--- config.mk ---
export PLATFORM = sky130hd
export DESIGN_NAME = cdp_alu
export DESIGN_NICKNAME = d
export VERILOG_FILES = /design/src/rtl/cdp_alu_pkg.sv /design/src/rtl/cdp_cond_eval.sv /design/src/rtl/cdp_alu_core.sv /design/src/rtl/cdp_flag_reg.sv /design/src/rtl/cdp_alu.sv
export SDC_FILE = /design/constraint.sdc
export NUM_CORES = 1
export LEC_CHECK = 0
export ABC_AREA = 1
export BUFFER_PORTS_ARGS = -buffer_cell sky130_fd_sc_hd__buf_2
export CAP_MARGIN = 20
export CELL_PAD_IN_SITES_DETAIL_PLACEMENT = 1
export CELL_PAD_IN_SITES_GLOBAL_PLACEMENT = 1
export CORE_AREA = 10 10 139 141
export DETAILED_ROUTE_END_ITERATION = 6
export DIE_AREA = 0 0 149 151
export PLACE_DENSITY = 0.89
export SKIP_LAST_GASP = 1
export SLEW_MARGIN = 10
export SYNTH_ARGS = -nofsm -noshare
export SYNTH_HDL_FRONTEND = slang
export SYNTH_SLANG_ARGS = --single-unit
--- constraint.sdc ---
create_clock -name clk_i -period 7.3 [get_ports clk_i]
set_input_delay 1.825 -clock clk_i [delete_from_list [all_inputs] [get_ports clk_i]]
set_output_delay 1.825 -clock clk_i [all_outputs]
set_load 0.05 [all_outputs]
--- src/rtl/cdp_alu_pkg.sv ---
package cdp_alu_pkg;

  typedef enum logic [3:0] {
    OP_AND = 4'h0, OP_EOR = 4'h1, OP_SUB = 4'h2, OP_RSB = 4'h3,
    OP_ADD = 4'h4, OP_ADC = 4'h5, OP_SBC = 4'h6, OP_RSC = 4'h7,
    OP_TST = 4'h8, OP_TEQ = 4'h9, OP_CMP = 4'hA, OP_CMN = 4'hB,
    OP_ORR = 4'hC, OP_MOV = 4'hD, OP_BIC = 4'hE, OP_MVN = 4'hF
  } op_e;

  typedef enum logic [3:0] {
    CC_EQ = 4'h0, CC_NE = 4'h1, CC_CS = 4'h2, CC_CC = 4'h3,
    CC_MI = 4'h4, CC_PL = 4'h5, CC_VS = 4'h6, CC_VC = 4'h7,
    CC_HI = 4'h8, CC_LS = 4'h9, CC_GE = 4'hA, CC_LT = 4'hB,
    CC_GT = 4'hC, CC_LE = 4'hD, CC_AL = 4'hE, CC_NV = 4'hF
  } cond_e;

  typedef struct packed {
    logic n;
    logic z;
    logic c;
    logic v;
  } flags_t;

  localparam flags_t FLAGS_RST = '0;

  // test/compare codes occupy 10xx
  function automatic logic is_test_op(input op_e op);
    return op[3:2] == 2'b10;
  endfunction

  function automatic logic is_arith_op(input op_e op);
    return (op inside {OP_SUB, OP_RSB, OP_ADD, OP_ADC,
                       OP_SBC, OP_RSC, OP_CMP, OP_CMN});
  endfunction

endpackage

--- src/rtl/cdp_cond_eval.sv ---
module cdp_cond_eval
  import cdp_alu_pkg::*;
(
  input  cond_e  cond_i,
  input  flags_t flags_i,
  output logic   pass_o
);

  logic n_eq_v;
  assign n_eq_v = (flags_i.n == flags_i.v);

  always_comb begin
    unique case (cond_i)
      CC_EQ:   pass_o =  flags_i.z;
      CC_NE:   pass_o = !flags_i.z;
      CC_CS:   pass_o =  flags_i.c;
      CC_CC:   pass_o = !flags_i.c;
      CC_MI:   pass_o =  flags_i.n;
      CC_PL:   pass_o = !flags_i.n;
      CC_VS:   pass_o =  flags_i.v;
      CC_VC:   pass_o = !flags_i.v;
      CC_HI:   pass_o =  flags_i.c && !flags_i.z;
      CC_LS:   pass_o = !flags_i.c ||  flags_i.z;
      CC_GE:   pass_o =  n_eq_v;
      CC_LT:   pass_o = !n_eq_v;
      CC_GT:   pass_o = !flags_i.z && n_eq_v;
      CC_LE:   pass_o =  flags_i.z || !n_eq_v;
      CC_AL:   pass_o = 1'b1;
      default: pass_o = 1'b0;
    endcase
  end

endmodule

--- src/rtl/cdp_alu_core.sv ---
module cdp_alu_core
  import cdp_alu_pkg::*;
#(
  parameter int DATA_W = 32
) (
  input  op_e               op_i,
  input  logic [DATA_W-1:0] a_i,
  input  logic [DATA_W-1:0] b_i,
  input  logic              shift_carry_i,
  input  flags_t            flags_i,
  output logic [DATA_W-1:0] result_o,
  output flags_t            flags_o
);

  localparam int SUM_W = DATA_W + 1;
  localparam int MSB   = DATA_W - 1;

  logic [DATA_W-1:0] add_x, add_y, logic_res;
  logic              add_ci, arith;
  logic [SUM_W-1:0]  sum;
  logic              ovf;

  // operand steering: subtraction is x + ~y + ci
  always_comb begin
    add_x  = a_i;
    add_y  = b_i;
    add_ci = 1'b0;
    unique case (op_i)
      OP_SUB, OP_CMP: begin add_y = ~b_i; add_ci = 1'b1; end
      OP_RSB:         begin add_x = b_i; add_y = ~a_i; add_ci = 1'b1; end
      OP_ADC:         add_ci = flags_i.c;
      OP_SBC:         begin add_y = ~b_i; add_ci = flags_i.c; end
      OP_RSC:         begin add_x = b_i; add_y = ~a_i; add_ci = flags_i.c; end
      default:        ;
    endcase
  end

  assign sum = {1'b0, add_x} + {1'b0, add_y} + {{DATA_W{1'b0}}, add_ci};
  assign ovf = (add_x[MSB] == add_y[MSB]) && (sum[MSB] != add_x[MSB]);

  always_comb begin
    unique case (op_i)
      OP_AND, OP_TST: logic_res = a_i & b_i;
      OP_EOR, OP_TEQ: logic_res = a_i ^ b_i;
      OP_ORR:         logic_res = a_i | b_i;
      OP_MOV:         logic_res = b_i;
      OP_BIC:         logic_res = a_i & ~b_i;
      default:        logic_res = ~b_i;
    endcase
  end

  assign arith    = is_arith_op(op_i);
  assign result_o = arith ? sum[DATA_W-1:0] : logic_res;

  always_comb begin
    flags_o.n = result_o[MSB];
    flags_o.z = (result_o == '0);
    flags_o.c = arith ? sum[DATA_W] : shift_carry_i;
    flags_o.v = arith ? ovf : flags_i.v;
  end

endmodule

--- src/rtl/cdp_flag_reg.sv ---
module cdp_flag_reg
  import cdp_alu_pkg::*;
(
  input  logic   clk_i,
  input  logic   rst_ni,
  input  logic   we_i,
  input  flags_t d_i,
  output flags_t q_o
);

  always_ff @(posedge clk_i or negedge rst_ni) begin
    if (!rst_ni)   q_o <= FLAGS_RST;
    else if (we_i) q_o <= d_i;
  end

endmodule

--- src/rtl/cdp_alu.sv ---
module cdp_alu
  import cdp_alu_pkg::*;
#(
  parameter int DATA_W = 32
) (
  input  logic              clk_i,
  input  logic              rst_ni,
  input  logic              issue_i,
  input  logic [3:0]        cond_i,
  input  logic [3:0]        opcode_i,
  input  logic              set_flags_i,
  input  logic [DATA_W-1:0] opnd_a_i,
  input  logic [DATA_W-1:0] opnd_b_i,
  input  logic              shift_carry_i,
  output logic [DATA_W-1:0] result_o,
  output logic              exec_o,
  output logic              wr_en_o,
  output logic              flag_we_o,
  output logic [3:0]        flags_o
);

  op_e    op;
  flags_t flags_q, flags_d;
  logic   cond_ok, test_op;

  assign op      = op_e'(opcode_i);
  assign test_op = is_test_op(op);

  cdp_cond_eval u_cond (
    .cond_i  (cond_e'(cond_i)),
    .flags_i (flags_q),
    .pass_o  (cond_ok)
  );

  cdp_alu_core #(.DATA_W(DATA_W)) u_core (
    .op_i          (op),
    .a_i           (opnd_a_i),
    .b_i           (opnd_b_i),
    .shift_carry_i (shift_carry_i),
    .flags_i       (flags_q),
    .result_o      (result_o),
    .flags_o       (flags_d)
  );

  assign exec_o    = issue_i && cond_ok;
  assign wr_en_o   = exec_o && !test_op;
  assign flag_we_o = exec_o && (set_flags_i || test_op);

  cdp_flag_reg u_flags (
    .clk_i  (clk_i),
    .rst_ni (rst_ni),
    .we_i   (flag_we_o),
    .d_i    (flags_d),
    .q_o    (flags_q)
  );

  assign flags_o = flags_q;

endmodule

==> metrics.txt <==
Fillers=2,498; initial antenna violation count=0; CTS resizes=0; die height=151 um; core area=16,500 um^2; Vias/cell=5.64; critical path class=in2out; fin. max-slew vios=0; Pleak=4.07 nW; GRT Util Overall=0.230; Setup TNS=0 ns; critical path cell sequence=buf_2 -> nand2_1 -> nor2_4 -> buf_4 -> nand2_1 -> o21ai_0 -> fa_1 -> inv_1 -> fa_1 -> nand3_1 -> nand3_1 -> nand2_1 -> nand2_1 -> nand2_1 -> nand2_1 -> nand2_1 -> nand2_1 -> nand2_1 -> nand3_1 -> nand2_1 -> buf_2; CTS Hold Bufs=0; Die W=149 um; Final Cell Area=6960 um^2; vias in the first global route=8,581; Internal=0.351 mW; Clock Path Buffers=2; Post-synth top flop=dfrtp_1; largest reg by FF count=u_flags.q_o; leading area contributor after synthesis=nand2_1; Hold Fails Final Rpt=0; most common cell in the netlist=nand2_1; element type at the critical path start=input port; top achievable clock speed=144 MHz; clock power share=0.083; TritonRoute pass-1 iters=5; met2 Use GR=0.408; count of cell types in the netlist=38; mapped cell area=6190 um^2; Post-Route Skew=0.000994 ns; largest net degree at the start of global routing=65; routability cong.=0.996; final-report setup violation count=0; max FFs per register=4; IO Count=116; fin crit share=0.954; clock insertion delay at the later pin of the skew report=0.22 ns; routed via count=8,669; share of cells above drive strength 1=0.134; min-delay worst type=reg2reg; Synth top area share=0.269; cell area power density=147 nW/um^2; synthesized flop and latch total=4; actual slew at the worst max-slew pin=1.00 ns; commonest cells in the netlist=nand2_1 (443), inv_1 (204), nor2_1 (102), o21ai_0 (75), nand3_1 (67); Congestion Overflow GR=0; Setup Buffers After CTS=0; CTS tree=yes; Arr. time, crit path=5.14 ns; P_sw=0.674 mW; grt met1 use=0.291; H-tree depth=1; Synth Instances=1,229; Finished Layout Cells=1,536; register area share after synthesis=0.0162; Synth Net Count=1,371; busiest metal layer after global routing=met2; Wirelength per Cell=17.9 um; Async S/R FF share, synth=1.00; Final Net Count=1,459; EDFF count, synth=0; RSZ-0062 raised after global routing=no; clock transition at the registers of the reported paths=0.03 ns; Worst Path Required=5.48 ns; status=completed; post-layout min period=6.96 ns; port buffer count=115; biggest regs=u_flags.q_o: 4 flops; Cells after DPL=1,532; Critical Path End Type=output port; Final ANT Viol Nets=0; maxcap violations=0; DIE AREA=22,500 um^2; Initial Util=0.376; met3 usage=0.0257; Worst Path Max Fanout=40; Gate power share=0.878; Worst path max stage delay=0.51 ns; detailed placement HPWL=22,200 um; Relative slew margins=0.331; DP Area=6890 um^2; Clock Tree Root=clkbuf_16; Area growth syn-to-layout=12.6%; # DRC=0; clk sinks=4; synth top area cells=nand2_1 (27%), ha_1 (13%), inv_1 (12%); worst vdd ir=153 uV; slowest CP cell=fa_1; cts bufs inserted=3; YS warnings=0; WL final=27,400 um; syn_area_per_cell=5.03 um^2; Rows=47; first-pass GRT wire length=43,100 um; switching share of total power=0.658; sequential share of power=0.039; critical path's most frequent cell=nand2_1; DR iter-0 viols=558
## worst max-delay path, delay by kind of cell
kind | cells | cell delay [ns]
buffers and inverters | 4 | 0.90
adders and majority gates | 2 | 0.73
and+or+nand+nor | 14 | 1.52
AOI/OAI and AO/OA | 1 | 0.13
## metrics by stage
stage | hold slack [ns] | total power, mW | util | setup WS, ns
finish | 0.631 | 1.02 | 0.423 | 0.338
global route | 0.648 | 1.11 | 0.423 | 0.0296
CTS | 0.623 | 1.02 | 0.423 | 0.332
floorplan | 0.788 | 0.672 | - | 0.642
global placement | 0.576 | 0.900 | 0.418 | 0.523
detailed placement | 0.603 | 0.924 | 0.418 | 0.336
## layout by cell type, fill, tap and decap left out, drive strengths merged, types with 4 or more instances in the layout
cell type / n
o22ai: 40
nand3: 67
nand4: 34
a211oi: 6
nor2: 107
nand2: 450
nand3b: 12
a21oi: 53
nor3: 9
o21ai: 81
buf: 124
a31o: 31
o211ai: 4
inv: 207
ha: 63
dfrtp: 4
## path summary, 6_finish.rpt
| path | startpoint | end | slack, ns | depth (start not counted) |
|---|---|---|---|---|
| max in group asynchronous | rst_ni | u_flags.q_o[0] | 5.78 | 1 |
| min | u_flags.q_o[0] | u_flags.q_o[0] | 0.63 | 2 |
| max reg2reg | u_flags.q_o[1] | u_flags.q_o[2] | 3.74 | 22 |
| max | opcode_i[0] | result_o[30] | 0.34 | 21 |
| min in group asynchronous | rst_ni | u_flags.q_o[2] | 1.40 | 1 |
| min reg2reg | u_flags.q_o[0] | u_flags.q_o[0] | 0.63 | 2 |
## logic make-up (layout without fill, tap and decap cells)
logic type | Yosys count | count (layout) | synth area share
other | 0 | 1 | 0
buffers and inverters | 248 | 334 | 0.165
AND/OR/NAND/NOR | 684 | 684 | 0.463
AO/OA/AOI/OAI | 225 | 225 | 0.218
XOR/XNOR | 3 | 3 | 0.00425
flip-flops | 4 | 4 | 0.0162
adder cells (fa/ha/maj) | 65 | 65 | 0.134
## power groups by stage
stage	clock network (mW)	registers, mW	logic [mW]
global placement	0	0.0393	0.860
global route	0.0879	0.0410	0.983
finish	0.0851	0.0400	0.899
CTS	0.0851	0.0395	0.891
detailed placement	0	0.0397	0.885
floorplan	0	0.0675	0.605
## area by class of cell
cell class / count / area [um^2] / area share
Timing Repair Buffer: 124 / 656 / 0.0941
Multi-Input combinational cell: 977 / 5080 / 0.729
Sequential cell: 4 / 100 / 0.0144
Tap cell: 220 / 275 / 0.0395
Inverter: 207 / 779 / 0.112
Antenna cell: 1 / 2.50 / 0.000359
Clock buffer: 3 / 75.1 / 0.0108
## per-layer routing
metal,up-vias,wire length (um)
met2,294,13100
met3,43,1770
li1,4179,-
met5,-,0
met4,0,522
met1,4153,12100
Power figures use the tool's default switching activity.
